==> src/rtl/rtc_cal_pkg.sv <==
package rtc_cal_pkg;

   localparam int SEC_W = 6;
   localparam int MIN_W = 6;
   localparam int HR_W  = 5;
   localparam int DAY_W = 5;
   localparam int MON_W = 4;
   localparam int YR_W  = 6;

   typedef struct packed {
      logic [HR_W-1:0]  hr;
      logic [MIN_W-1:0] mn;
      logic [SEC_W-1:0] sc;
   } hms_t;

   typedef struct packed {
      logic             leap;
      logic [YR_W-1:0]  yr;
      logic [MON_W-1:0] mo;
      logic [DAY_W-1:0] dy;
   } ymd_t;

   localparam int HMS_W = $bits(hms_t);
   localparam int YMD_W = $bits(ymd_t);

   // last day of a month; February follows the leap flag
   function automatic logic [DAY_W-1:0] month_days(input logic [MON_W-1:0] mo,
                                                   input logic leap);
      case (mo)
         4'd2:                     return leap ? 5'd29 : 5'd28;
         4'd4, 4'd6, 4'd9, 4'd11:  return 5'd30;
         default:                  return 5'd31;
      endcase
   endfunction

   // year offset counts from 1970, so leap years sit where offset mod 4 == 2
   function automatic logic leap_of(input logic [YR_W-1:0] yr);
      return (yr[1:0] == 2'b10);
   endfunction

   function automatic hms_t hms_from_word(input logic [31:0] w);
      hms_t t;
      t.sc = w[5:0];
      t.mn = w[13:8];
      t.hr = w[20:16];
      return t;
   endfunction

   function automatic ymd_t ymd_from_word(input logic [31:0] w);
      ymd_t d;
      d.dy   = w[4:0];
      d.mo   = w[11:8];
      d.yr   = w[21:16];
      d.leap = w[22];
      return d;
   endfunction

   function automatic logic [31:0] hms_to_word(input hms_t t);
      return {11'b0, t.hr, 2'b0, t.mn, 2'b0, t.sc};
   endfunction

   function automatic logic [31:0] ymd_to_word(input ymd_t d);
      return {9'b0, d.leap, d.yr, 4'b0, d.mo, 3'b0, d.dy};
   endfunction

endpackage

==> src/rtl/rtc_commit_slot.sv <==
module rtc_commit_slot #(
   parameter int W          = 17,
   parameter int COMMIT_CYC = 4
) (
   input  logic         clk,
   input  logic         rst_n,
   input  logic         req,
   input  logic [W-1:0] din,
   output logic         busy,
   output logic [W-1:0] dout,
   output logic         commit
);

   logic         busy_q;
   logic [W-1:0] hold_q;
   logic         accept;

   assign accept = req && !busy_q;

   always_ff @(posedge clk or negedge rst_n) begin
      if (!rst_n) begin
         hold_q <= '0;
      end else if (accept) begin
         hold_q <= din;
      end
   end

   generate
      if (COMMIT_CYC == 1) begin : g_single
         assign commit = busy_q;
      end else begin : g_count
         localparam int CW = $clog2(COMMIT_CYC + 1);
         logic [CW-1:0] left_q;

         always_ff @(posedge clk or negedge rst_n) begin
            if (!rst_n) begin
               left_q <= '0;
            end else if (accept) begin
               left_q <= CW'(COMMIT_CYC);
            end else if (busy_q) begin
               left_q <= left_q - CW'(1);
            end
         end

         assign commit = busy_q && (left_q == CW'(1));
      end
   endgenerate

   always_ff @(posedge clk or negedge rst_n) begin
      if (!rst_n) begin
         busy_q <= 1'b0;
      end else if (accept) begin
         busy_q <= 1'b1;
      end else if (commit) begin
         busy_q <= 1'b0;
      end
   end

   assign busy = busy_q;
   assign dout = hold_q;

endmodule

==> src/rtl/rtc_calendar.sv <==
module rtc_calendar
   import rtc_cal_pkg::*;
(
   input  logic clk,
   input  logic rst_n,
   input  logic tick,
   input  logic load_hms,
   input  hms_t hms_in,
   input  logic load_ymd,
   input  ymd_t ymd_in,
   output hms_t hms_cur,
   output ymd_t ymd_cur
);

   hms_t hms_q, hms_nx;
   ymd_t ymd_q, ymd_nx;
   logic sc_end, mn_end, hr_end, day_carry;
   logic dy_end, mo_end;
   logic tick_ok;
   logic [YR_W-1:0] yr_inc;

   assign tick_ok = tick && !load_hms && !load_ymd;

   always_comb begin
      sc_end    = (hms_q.sc >= SEC_W'(59));
      mn_end    = (hms_q.mn >= MIN_W'(59));
      hr_end    = (hms_q.hr >= HR_W'(23));
      day_carry = sc_end && mn_end && hr_end;

      hms_nx    = hms_q;
      hms_nx.sc = sc_end ? '0 : hms_q.sc + SEC_W'(1);
      if (sc_end) begin
         hms_nx.mn = mn_end ? '0 : hms_q.mn + MIN_W'(1);
      end
      if (sc_end && mn_end) begin
         hms_nx.hr = hr_end ? '0 : hms_q.hr + HR_W'(1);
      end
   end

   always_comb begin
      dy_end = (ymd_q.dy >= month_days(ymd_q.mo, ymd_q.leap));
      mo_end = (ymd_q.mo >= MON_W'(12));
      yr_inc = ymd_q.yr + YR_W'(1);

      ymd_nx    = ymd_q;
      ymd_nx.dy = dy_end ? DAY_W'(1) : ymd_q.dy + DAY_W'(1);
      if (dy_end) begin
         ymd_nx.mo = mo_end ? MON_W'(1) : ymd_q.mo + MON_W'(1);
      end
      if (dy_end && mo_end) begin
         ymd_nx.yr   = yr_inc;
         ymd_nx.leap = leap_of(yr_inc);
      end
   end

   always_ff @(posedge clk or negedge rst_n) begin
      if (!rst_n) begin
         hms_q <= '0;
      end else if (load_hms) begin
         hms_q <= hms_in;
      end else if (tick_ok) begin
         hms_q <= hms_nx;
      end
   end

   always_ff @(posedge clk or negedge rst_n) begin
      if (!rst_n) begin
         ymd_q.dy   <= DAY_W'(1);
         ymd_q.mo   <= MON_W'(1);
         ymd_q.yr   <= '0;
         ymd_q.leap <= 1'b0;
      end else if (load_ymd) begin
         ymd_q <= ymd_in;
      end else if (tick_ok && day_carry) begin
         ymd_q <= ymd_nx;
      end
   end

   assign hms_cur = hms_q;
   assign ymd_cur = ymd_q;

endmodule

==> src/rtl/rtc_cal_regs.sv <==
module rtc_cal_regs
   import rtc_cal_pkg::*;
#(
   parameter int          ADDR_W     = 8,
   parameter int          COMMIT_CYC = 4,
   parameter logic [15:0] KEY        = 16'h16AA
) (
   input  logic              clk,
   input  logic              rst_n,
   input  logic [ADDR_W-1:0] bus_addr,
   input  logic              bus_wr,
   input  logic              bus_rd,
   input  logic [31:0]       bus_wdata,
   output logic [31:0]       bus_rdata,
   input  logic              tick_1hz,
   output logic              osc_ext
);

   localparam int SLOT_W   = (HMS_W > YMD_W) ? HMS_W : YMD_W;
   localparam int N_SLOT   = 2;
   localparam int SLOT_YMD = 0;   // busy flag lands in control bit 7
   localparam int SLOT_HMS = 1;   // busy flag lands in control bit 8
   localparam logic [ADDR_W-1:0] OFS_CTRL = ADDR_W'(8'h00);
   localparam logic [ADDR_W-1:0] OFS_DATE = ADDR_W'(8'h10);
   localparam logic [ADDR_W-1:0] OFS_TIME = ADDR_W'(8'h14);

   generate
      if (COMMIT_CYC < 1) begin : g_bad_commit
         $error("rtc_cal_regs: COMMIT_CYC must be at least 1");
      end
      if (ADDR_W < 5 || ADDR_W > 16) begin : g_bad_addr
         $error("rtc_cal_regs: ADDR_W must lie in 5..16");
      end
   endgenerate

   logic hit_ctrl, hit_date, hit_time;
   logic osc_q;
   logic [31:0] rd_mux;
   logic [31:0] rdata_q;

   logic [N_SLOT-1:0] s_req, s_busy, s_commit;
   logic [SLOT_W-1:0] s_din  [N_SLOT];
   logic [SLOT_W-1:0] s_dout [N_SLOT];

   hms_t hms_held, hms_cur;
   ymd_t ymd_held, ymd_cur;

   assign hit_ctrl = (bus_addr == OFS_CTRL);
   assign hit_date = (bus_addr == OFS_DATE);
   assign hit_time = (bus_addr == OFS_TIME);

   // keyed oscillator select
   always_ff @(posedge clk or negedge rst_n) begin
      if (!rst_n) begin
         osc_q <= 1'b0;
      end else if (bus_wr && hit_ctrl && (bus_wdata[31:16] == KEY)) begin
         osc_q <= bus_wdata[0];
      end
   end

   always_comb begin
      s_req[SLOT_YMD] = bus_wr && hit_date;
      s_req[SLOT_HMS] = bus_wr && hit_time;
      s_din[SLOT_YMD] = SLOT_W'(ymd_from_word(bus_wdata));
      s_din[SLOT_HMS] = SLOT_W'(hms_from_word(bus_wdata));
   end

   generate
      for (genvar i = 0; i < N_SLOT; i++) begin : g_slot
         rtc_commit_slot #(
            .W          (SLOT_W),
            .COMMIT_CYC (COMMIT_CYC)
         ) u_slot (
            .clk    (clk),
            .rst_n  (rst_n),
            .req    (s_req[i]),
            .din    (s_din[i]),
            .busy   (s_busy[i]),
            .dout   (s_dout[i]),
            .commit (s_commit[i])
         );
      end
   endgenerate

   assign ymd_held = ymd_t'(s_dout[SLOT_YMD][YMD_W-1:0]);
   assign hms_held = hms_t'(s_dout[SLOT_HMS][HMS_W-1:0]);

   rtc_calendar u_cal (
      .clk      (clk),
      .rst_n    (rst_n),
      .tick     (tick_1hz),
      .load_hms (s_commit[SLOT_HMS]),
      .hms_in   (hms_held),
      .load_ymd (s_commit[SLOT_YMD]),
      .ymd_in   (ymd_held),
      .hms_cur  (hms_cur),
      .ymd_cur  (ymd_cur)
   );

   always_comb begin
      rd_mux = '0;
      if (hit_ctrl) begin
         rd_mux = {23'b0, s_busy[SLOT_HMS], s_busy[SLOT_YMD], 6'b0, osc_q};
      end else if (hit_date) begin
         rd_mux = ymd_to_word(ymd_cur);
      end else if (hit_time) begin
         rd_mux = hms_to_word(hms_cur);
      end
   end

   always_ff @(posedge clk or negedge rst_n) begin
      if (!rst_n) begin
         rdata_q <= '0;
      end else if (bus_rd) begin
         rdata_q <= rd_mux;
      end
   end

   logic unused_bits;
   assign unused_bits = ^{bus_wdata[15:14], bus_wdata[7:6], s_dout[SLOT_YMD]};

   assign bus_rdata = rdata_q;
   assign osc_ext   = osc_q;

endmodule

==> config.mk <==
export PLATFORM = sky130hd
export DESIGN_NAME = rtc_cal_regs
export DESIGN_NICKNAME = d
export VERILOG_FILES = /design/src/rtl/rtc_cal_pkg.sv /design/src/rtl/rtc_commit_slot.sv /design/src/rtl/rtc_calendar.sv /design/src/rtl/rtc_cal_regs.sv
export SDC_FILE = /design/constraint.sdc
export NUM_CORES = 1
export LEC_CHECK = 0
export BUFFER_PORTS_ARGS = -buffer_cell sky130_fd_sc_hd__buf_2
export CORE_UTILIZATION = 45
export CTS_CLUSTER_SIZE = 24
export DETAILED_ROUTE_END_ITERATION = 6
export HOLD_SLACK_MARGIN = 0.12
export PLACE_DENSITY = 0.76
export SYNTH_ARGS = -nofsm -noshare
export SYNTH_HDL_FRONTEND = slang
export SYNTH_SLANG_ARGS = --single-unit
==> constraint.sdc <==
create_clock -name clk -period 3.2 [get_ports clk]
set_clock_uncertainty 0.15 [all_clocks]
set_input_delay 0.64 -clock clk [delete_from_list [all_inputs] [get_ports clk]]
set_output_delay 0.64 -clock clk [all_outputs]
set_load 0.05 [all_outputs]
After elaboration in Yosys (flattened, before gate mapping)
Index checks and enable logic that the tools add are counted.
- bits in registers: 107
- bits of input ports: 45
- $add $sub $neg: 8
- multiplexer cells: 26
- reduce and logical (&&, ||, !) cells: 34
- equality and inequality tests: 11
- order comparisons: 5
- operators with widths (kind ; count):
    $mux 23 ; 2
    $mux 17 ; 2
    $mux 16 ; 2
    $mux 21 ; 1
    $reduce_bool 2->1 ; 10
    $add 6x1->6 const B ; 3
    $mux 6 ; 3
    $eq 16x13->1 const B ; 1
    $eq 8x5->1 const B ; 2
    $mux 5 ; 3
    $logic_and 1x1->1 ; 14
    $ge 6x6->1 const B ; 2
    $mux 3 ; 4
    $add 5x1->5 const B ; 2
    $pmux 5 s2 ; 1
    $eq 4x3->1 const B ; 2
    $eq 4x4->1 const B ; 2
    $logic_not 8->1 ; 1
    $mux 4 ; 2
    $reduce_and 2->1 ; 4
    $mux 7 ; 1
    $eq 3x1->1 const B ; 2
    $sub 3x1->3 const B ; 2
    $ge 5x5->1 ; 1
    8 further kinds ; 15

Depth between registers and ports, before layout
Gate-level depths: netlist of run 1.
- word-level depth: 8
- mapped depth: 13
- depth with buffers taken out: 12

Hierarchy
From an unflattened synthesis of run 1, not the netlist that was laid out.
- cells, all modules: 494
- area, all modules: 5230.0 um^2
- modules (own cells, without submodules) (module ; area an instance (um^2) ; sequential area each (um^2) ; instances ; cells each):
    rtc_calendar ; 2193.4 ; 828.3 ; 1 ; 253
    rtc_commit_slot ; 888.4 ; 525.5 ; 2 ; 54
    rtc_cal_regs ; 1260.0 ; 525.5 ; 1 ; 133

Least setup slack after synthesis of run 1
Ideal clock, no wire load.
- kind: register -> register
- from: register u_cal.ymd_q (netlist bit u_cal.ymd_cur[5])
- to: register u_cal.ymd_q (netlist bit u_cal.ymd_cur[14])
- path buffers: 1
- cell stages (with the launch flop): 14
- arrival: 2.397 ns
- period minus slack after synthesis: 2.684 ns
- path slack: 0.516 ns
- required time: 2.913 ns
- cell sequence: dfstp_2 inv_1 ha_1 o21ai_0 o21ai_0 o21ai_0 ha_1 nor2_1 a211oi_1 nand4_1 buf_2 nor4_2 xnor2_1 a21oi_1
- longest elaborated chain between the ends: 7
- RTL lines (element ; line ; text):
    start, declared ; rtc_calendar.sv:16 ; ymd_t ymd_q, ymd_nx;
    start signal, assigned ; rtc_calendar.sv:73 ; ymd_q <= ymd_in;
    start signal, assigned ; rtc_calendar.sv:75 ; ymd_q <= ymd_nx;
    $eq 4x3->1 / $eq 4x4->1 (equally long branches) ; rtc_cal_pkg.sv:29 ; case (mo)
    $reduce_or 4->1 ; rtc_cal_pkg.sv:29 ;
    $pmux 5 s2 ; rtc_cal_pkg.sv:29 ;
    $ge 5x5->1 ; rtc_calendar.sv:41 ; dy_end = (ymd_q.dy >= month_days(ymd_q.mo, ymd_q.leap));
    $logic_and 1x1->1 * ; rtc_calendar.sv:50 ; if (dy_end && mo_end) begin
    $reduce_bool 2->1 (no source line) * ; n/a ;
    $reduce_and 2->1 (no source line) * ; n/a ;
Every way passes the cells marked *; elsewhere a longest branch is shown, timed or not.
A chain may end at the register's enable or synchronous reset.

Worst setup path in the final report of run 1
- from: register u_cal.ymd_q (netlist bit u_cal.ymd_cur[5])
- to: register u_cal.ymd_q (netlist bit u_cal.ymd_cur[10])
The elaborated chain is that of the path after synthesis.

==> out/results.tsv, run 1 <==
stage	metric	value	unit
worst_setup_path	reg2regPathDepth	13	
grt	grt_max_degree	53	
cts	clock_latency	360	ps
yosys	syn_inst	477	
grt	grt_pass1_wl	18700	um
cts	h-tree-depth	3	
drt	wirelength	11500	um
layout	diodes	0	
worst_setup_path	arrival	3060	ps
cts	cts_max_path_buffers	2	
cts	clkTransAtPathRegs	100	ps
floorplanning	dieArea	11300	um2
timing	period_share	91.0	%
placed_design	placedInstanceArea	5340	um2
worst_setup_path	r2r-end	u_cal.ymd_cur[10]$_DFFE_PN0P_	
worst_setup_path	cp-end-kind	flip-flop	
grt	grt_usage	21.3	%
drt	routedWlPerCell	16.7	um
pwr	p_leak	0.00262	uW
cts	cts_buffers	9	
yosys	synth_edf_count	0	
timing	tns	0	ps
worst_setup_path	r2r-start	u_cal.ymd_cur[5]$_DFFE_PN1P_	
drt	drtAntennaViolNets	0	
worst_setup_path	critPathBufInv	2	
yosys	synthArstFlopShare	100	%
timing	hold_viol_final	0	
worst_setup_path	crit_fanout	5	
placed_design	hpwl	8280	um
floorplanning	io_pins	78	
cts	cts_tree	done	
worst_setup_path	slowest_delay	590	ps
layout	final_common_cell	dfrtp_1	
yosys	yosysWarningCount	0	
drt	via_per_inst	5.62	
worst_setup_path	worstPathRequired	3350	ps
drt	vias	3859	
pwr	powerDensity	587	nW/um2
grt	antenna_found_initial	0	
worst_setup_path	r2r_slack	290	ps
yosys	yosysSeqAreaShare	48.7	%
pwr	ir_drop	0.000264	V
drt	drtIter0Drc	199	
floorplanning	num_rows	37	
timing	slew_headroom	49.0	%
cts	clock-root-buffer	clkbuf_8	
timing	tightestPinTransition	762	ps
worst_setup_path	path_delay_family	compound AO/OA/AOI/OAI gates	
worst_setup_path	crit_slowest_cell	dfstp_2	
timing	fmax	0.343	GHz
worst_setup_path	worstSetupPathType	flip-flop to flip-flop	
drt	drc_errors	0	
floorplanning	core	10400	um2
timing	maxSlewViolCount	0	
outcome	status	complete, no violations	
placed_design	io_buffers	61	
yosys	synthDistinctLibCells	58	
yosys	synth_seq_cells	95	
yosys	synth_ff_type	dfrtp_1	
yosys	postSynthAreaPerCell	10.3	um2
timing	min_period	2910	ps
worst_hold_path	hold_class	input port to asynchronous set/reset pin	
layout	area_growth	13.5	%
drt	drtPass1Iterations	5	
worst_setup_path	crit_path_start_kind	flip-flop	
grt	overflow	0	
grt	grt_pass1_vias	3718	
floorplanning	dieWidth	106	um
worst_setup_path	path_cells	inv_1 > ha_1 > o21ai_0 > o21ai_0 > o21ai_0 > ha_1 > nor2_1 > a211oi_2 > nand4_1 > buf_4 > nor2_1 > mux2_2 > a21oi_1	
timing	rsz0062_at_grt	false	
cts	tritoncts_num_sinks	95	
worst_setup_path	cp_common_cell	o21ai_0	
timing	setup_viol	0	
layout	fin_area	5550	um2
placed_design	finalWeightedCongestion	0.911	
flow_run	drv_cap	0	
layout	layout_common_cells	dfrtp_1 (93), buf_2 (60), o21ai_0 (42)	
layout	post_route_cells_drive_above_1_share	25.6	%
yosys	netlist_area	4890	um2
layout	final_nets	607	
floorplanning	initial_core_util	47.0	%
floorplanning	die-height	106	um
-- logic make-up (layout without fill, tap and decap cells) --
logic type | Yosys count | after routing | share of synthesized area, %
compound gates | 111 | 111 | 13.8
fa+ha+maj | 16 | 16 | 4.09
mux | 45 | 45 | 10.9
other cells | 1 | 12 | 0.0767
buf+inv | 65 | 128 | 6.45
xor+xnor | 5 | 5 | 0.895
flops | 95 | 95 | 48.7
simple gates | 139 | 139 | 15.2
-- worst register-to-register path: cells and delay by family, from the launching register on --
kind,cells,cell delay (ps)
compound gates,5,750
flops,1,590
fa+ha+maj,2,370
simple gates,3,370
mux,1,350
buf+inv,2,290
-- how the worst max path moves through the flow --
stage / to / slack, ps / depth (start not counted) / start
after detailed placement: u_cal.ymd_cur[12]$_DFFE_PN0P_ / 140 / 13 / u_cal.ymd_cur[5]$_DFFE_PN1P_
after global placement: u_cal.ymd_cur[12]$_DFFE_PN0P_ / 230 / 13 / u_cal.ymd_cur[5]$_DFFE_PN1P_
after CTS: u_cal.ymd_cur[12]$_DFFE_PN0P_ / 120 / 13 / u_cal.ymd_cur[5]$_DFFE_PN1P_
final: u_cal.ymd_cur[10]$_DFFE_PN0P_ / 290 / 13 / u_cal.ymd_cur[5]$_DFFE_PN1P_
after global routing: u_cal.ymd_cur[15]$_DFFE_PN0P_ / 20 / 14 / u_cal.ymd_cur[5]$_DFFE_PN1P_
after floorplan: u_cal.ymd_cur[14]$_DFFE_PN0P_ / 520 / 13 / u_cal.ymd_cur[5]$_DFFE_PN1P_
-- Yosys cell counts, types with 4 or more instances --
master | count | area [um2]
mux2_4 | 10 | 150
mux2i_1 | 10 | 100
dfrtp_1 | 93 | 2330
o22ai_1 | 11 | 68.8
nand2_1 | 40 | 150
and3_1 | 5 | 31.3
mux2_2 | 25 | 282
xnor2_1 | 5 | 43.8
a21oi_1 | 20 | 100
nand3_1 | 18 | 90.1
nor2_1 | 36 | 135
nor3_1 | 4 | 20.0
o21ai_0 | 42 | 210
a22oi_1 | 6 | 45.0
ha_1 | 16 | 200
a31oi_1 | 9 | 56.3
inv_1 | 35 | 131
buf_4 | 14 | 105
clkbuf_1 | 12 | 45.0
-- per-layer routing --
layer	share of wire (%)	vias to the layer above	global-route usage [%]
met1	45	1896	28.9
li1	-	1808	-
met4	1.8	0	7.14
met5	0	-	0
met2	48	137	34.8
met3	5.5	18	3.43
-- flip-flops by register name, summed over array words and instances (netlist names) --
register,flops
bus_rdata,20
g_slot.u_slot.busy,2
g_slot.u_slot.dout,33
g_slot.u_slot.g_count.left_q,6
osc_ext,1
u_cal.hms_cur,17
u_cal.ymd_cur,16
-- final cells by class --
class	count	area, um2
sequential	95	2380
multi-input combinational	328	2240
inverter	35	131
tap	136	170
clock inverter	6	70.1
timing repair buffer	77	428
clock buffer	10	128
fill	917	4870
-- where the power goes --
group	internal, uW	switching [uW]	leakage [uW]
combinational	339	432	0.00127
clock	368	437	0.000101
sequential	1410	273	0.00125
total	2120	1140	0.00262
-- timing repair --
action | in CTS | in global routing
setup endpoints to repair | 0 | 5
hold endpoints to repair | 0 | 0
setup buffers | 0 | 1
resized for setup | 0 | 1
hold buffers | 0 | 0
-- through the flow --
step | hold slack [ps] | power [uW] | setup slack (ps) | utilization, % | cells
floorplan | 194 | 2190 | 516 | - | 488
global placement | 297 | 2380 | 233 | 51.3 | 670
detailed placement | 322 | 2450 | 142 | 51.3 | 670
CTS | 171 | 3250 | 123 | 53.2 | 686
global route | 180 | 3460 | 24.7 | 53.3 | 687
finish | 150 | 3260 | 288 | 53.3 | 687
Note: power is estimated with default switching activity, not from simulation.
==> run 2, diff against run 1 <==
- CORE_UTILIZATION: 45 -> 50
- PLACE_DENSITY: 0.76 -> 0.82
==> run 2 against run 1 <==
Combinational power is 0.8% higher. Cell count is 1.3% lower. Sequential cell count stayed put. Final area is 0.23% higher. Critical path depth stayed put. Utilization is 6.1 points higher. Wire length is 4.1% lower. Worst setup slack worse by 33 ps. Critical endpoint is now u_cal.ymd_cur[14]$_DFFE_PN0P_. Largest power group unchanged. Highest routed layer unchanged.
==> out/results.tsv, run 2 (same netlist as run 1, synthesis figures left out) <==
stage	metric	value	unit
worst_setup_path	crit_path_start_kind	flip-flop	
floorplanning	die-height	101	um
cts	cts_max_path_buffers	2	
worst_setup_path	worstSetupPathType	flip-flop to flip-flop	
grt	grt_usage	23.5	%
flow_run	drv_cap	0	
placed_design	place_inst	660	
worst_setup_path	critPathBufInv	2	
drt	drc_errors	0	
outcome	status	complete, no violations	
drt	wirelength	11000	um
floorplanning	core	9370	um2
cts	cts_buffers	9	
timing	tns	0	ps
layout	final_nets	605	
worst_setup_path	worstPathRequired	3300	ps
cts	tritoncts_num_sinks	95	
timing	tightestPinTransition	730	ps
drt	via_per_inst	5.75	
timing	rsz0062_at_grt	false	
worst_setup_path	crit_slowest_cell	dfstp_2	
placed_design	pre_cts_ws	62.7	ps
cts	clock_latency	370	ps
worst_setup_path	cp-end-kind	flip-flop	
timing	maxSlewViolCount	0	
grt	grt_pass1_wl	18300	um
cts	clock-root-buffer	clkbuf_8	
floorplanning	initial_core_util	52.2	%
timing	setup_ws	255	ps
placed_design	hpwl	7940	um
worst_setup_path	path_cells	inv_1 > ha_1 > o21ai_0 > o21ai_0 > o21ai_1 > ha_1 > nor2_1 > a211oi_2 > nand4_1 > buf_4 > nor4_2 > xnor2_1 > a21oi_1	
drt	drtAntennaViolNets	0	
worst_hold_path	hold_class	input port to asynchronous set/reset pin	
worst_setup_path	arrival	3050	ps
drt	drtPass1Iterations	5	
pwr	p_leak	0.00262	uW
drt	drtIter0Drc	267	
timing	period_share	92.0	%
pwr	ir_drop	0.000300	V
worst_setup_path	path_delay_family	compound AO/OA/AOI/OAI gates	
layout	stdcell_count	678	
timing	hold_viol_final	0	
layout	fill_cells	793	
layout	post_route_cells_drive_above_1_share	25.3	%
worst_setup_path	slowest_delay	590	ps
placed_design	finalWeightedCongestion	0.857	
floorplanning	num_rows	35	
layout	layout_common_cells	dfrtp_1 (93), buf_2 (60), o21ai_0 (41)	
grt	overflow	0	
grt	grt_max_degree	52	
timing	fmax	0.340	GHz
worst_setup_path	crit_fanout	5	
timing	min_period	2950	ps
cts	cts_hold_buf	0	
cts	clkTransAtPathRegs	100	ps
layout	area_growth	13.7	%
floorplanning	dieWidth	101	um
floorplanning	io_pins	78	
pwr	powerDensity	601	nW/um2
floorplanning	dieArea	10200	um2
cts	h-tree-depth	3	
drt	routedWlPerCell	16.3	um
grt	antenna_found_initial	0	
grt	grt_pass1_vias	3787	
placed_design	io_buffers	61	
layout	diodes	0	
layout	largest_reg_flops	33	
cts	cts_tree	done	
timing	setup_viol	0	
drt	vias	3899	
layout	final_common_cell	dfrtp_1	
timing	slew_headroom	51.2	%
[run 2: cell count changes in the layout (fill, tap and decap cells not counted), sizes merged]
cell      change
clkinvlp      +1
clkinv        -2
buf           -2
bufinv        +1
[run 2: where the power goes]
group / switching [uW] / leakage (uW) / internal, uW
Clock: 435 / 0.000107 / 446
Sequential: 274 / 0.00125 / 1410
Combinational: 439 / 0.00127 / 337
[run 2: layout make-up]
type,instances,area [um2],share of cell area [%]
clock inverter,6,93.8,1.69
tap,129,161,2.90
inverter,35,131,2.36
multi-input combinational,328,2240,40.3
timing repair buffer,75,425,7.65
sequential,95,2380,42.8
clock buffer,10,128,2.29
[run 2: path summary, 6_finish.rpt]
path / end / cells past startpoint / slack (ps) / start
min reg2reg: u_cal.ymd_cur[0]$_DFFE_PN1P_ / 2 / 330 / g_slot[0].u_slot.dout[0]$_DFFE_PN0P_
min: bus_rdata[18]$_DFFE_PN0P_ / 1 / 150 / rst_n
max reg2reg: u_cal.ymd_cur[14]$_DFFE_PN0P_ / 13 / 250 / u_cal.ymd_cur[5]$_DFFE_PN1P_
min in group clk: u_cal.ymd_cur[0]$_DFFE_PN1P_ / 2 / 330 / g_slot[0].u_slot.dout[0]$_DFFE_PN0P_
max in group asynchronous: u_cal.ymd_cur[0]$_DFFE_PN1P_ / 2 / 2010 / rst_n
max: u_cal.ymd_cur[14]$_DFFE_PN0P_ / 13 / 250 / u_cal.ymd_cur[5]$_DFFE_PN1P_
[run 2: what timing repair did]
action                                  4_1_cts  5_1_grt
buffers inserted                              0        2
gates resized for setup                       0        2
endpoints found under the setup margin        0        9
[run 2: metrics by stage]
step	utilization, %	instance area (um2)	hold slack [ps]	power [uW]
CTS	59.1	5540	168	3330
detailed placement	56.8	5320	305	2450
floorplan	-	4930	194	2190
finish	59.3	5560	148	3340
global route	59.3	5560	193	3530
global placement	56.8	5320	300	2380
[run 2: layer usage]
layer	global-route usage (%)	part of all wire, %	vias to the layer above
met1	31.0	43	1883
met4	11.9	2.9	0
met5	0	0	-
met3	3.61	6.1	29
met2	37.9	48	180
li1	-	-	1807
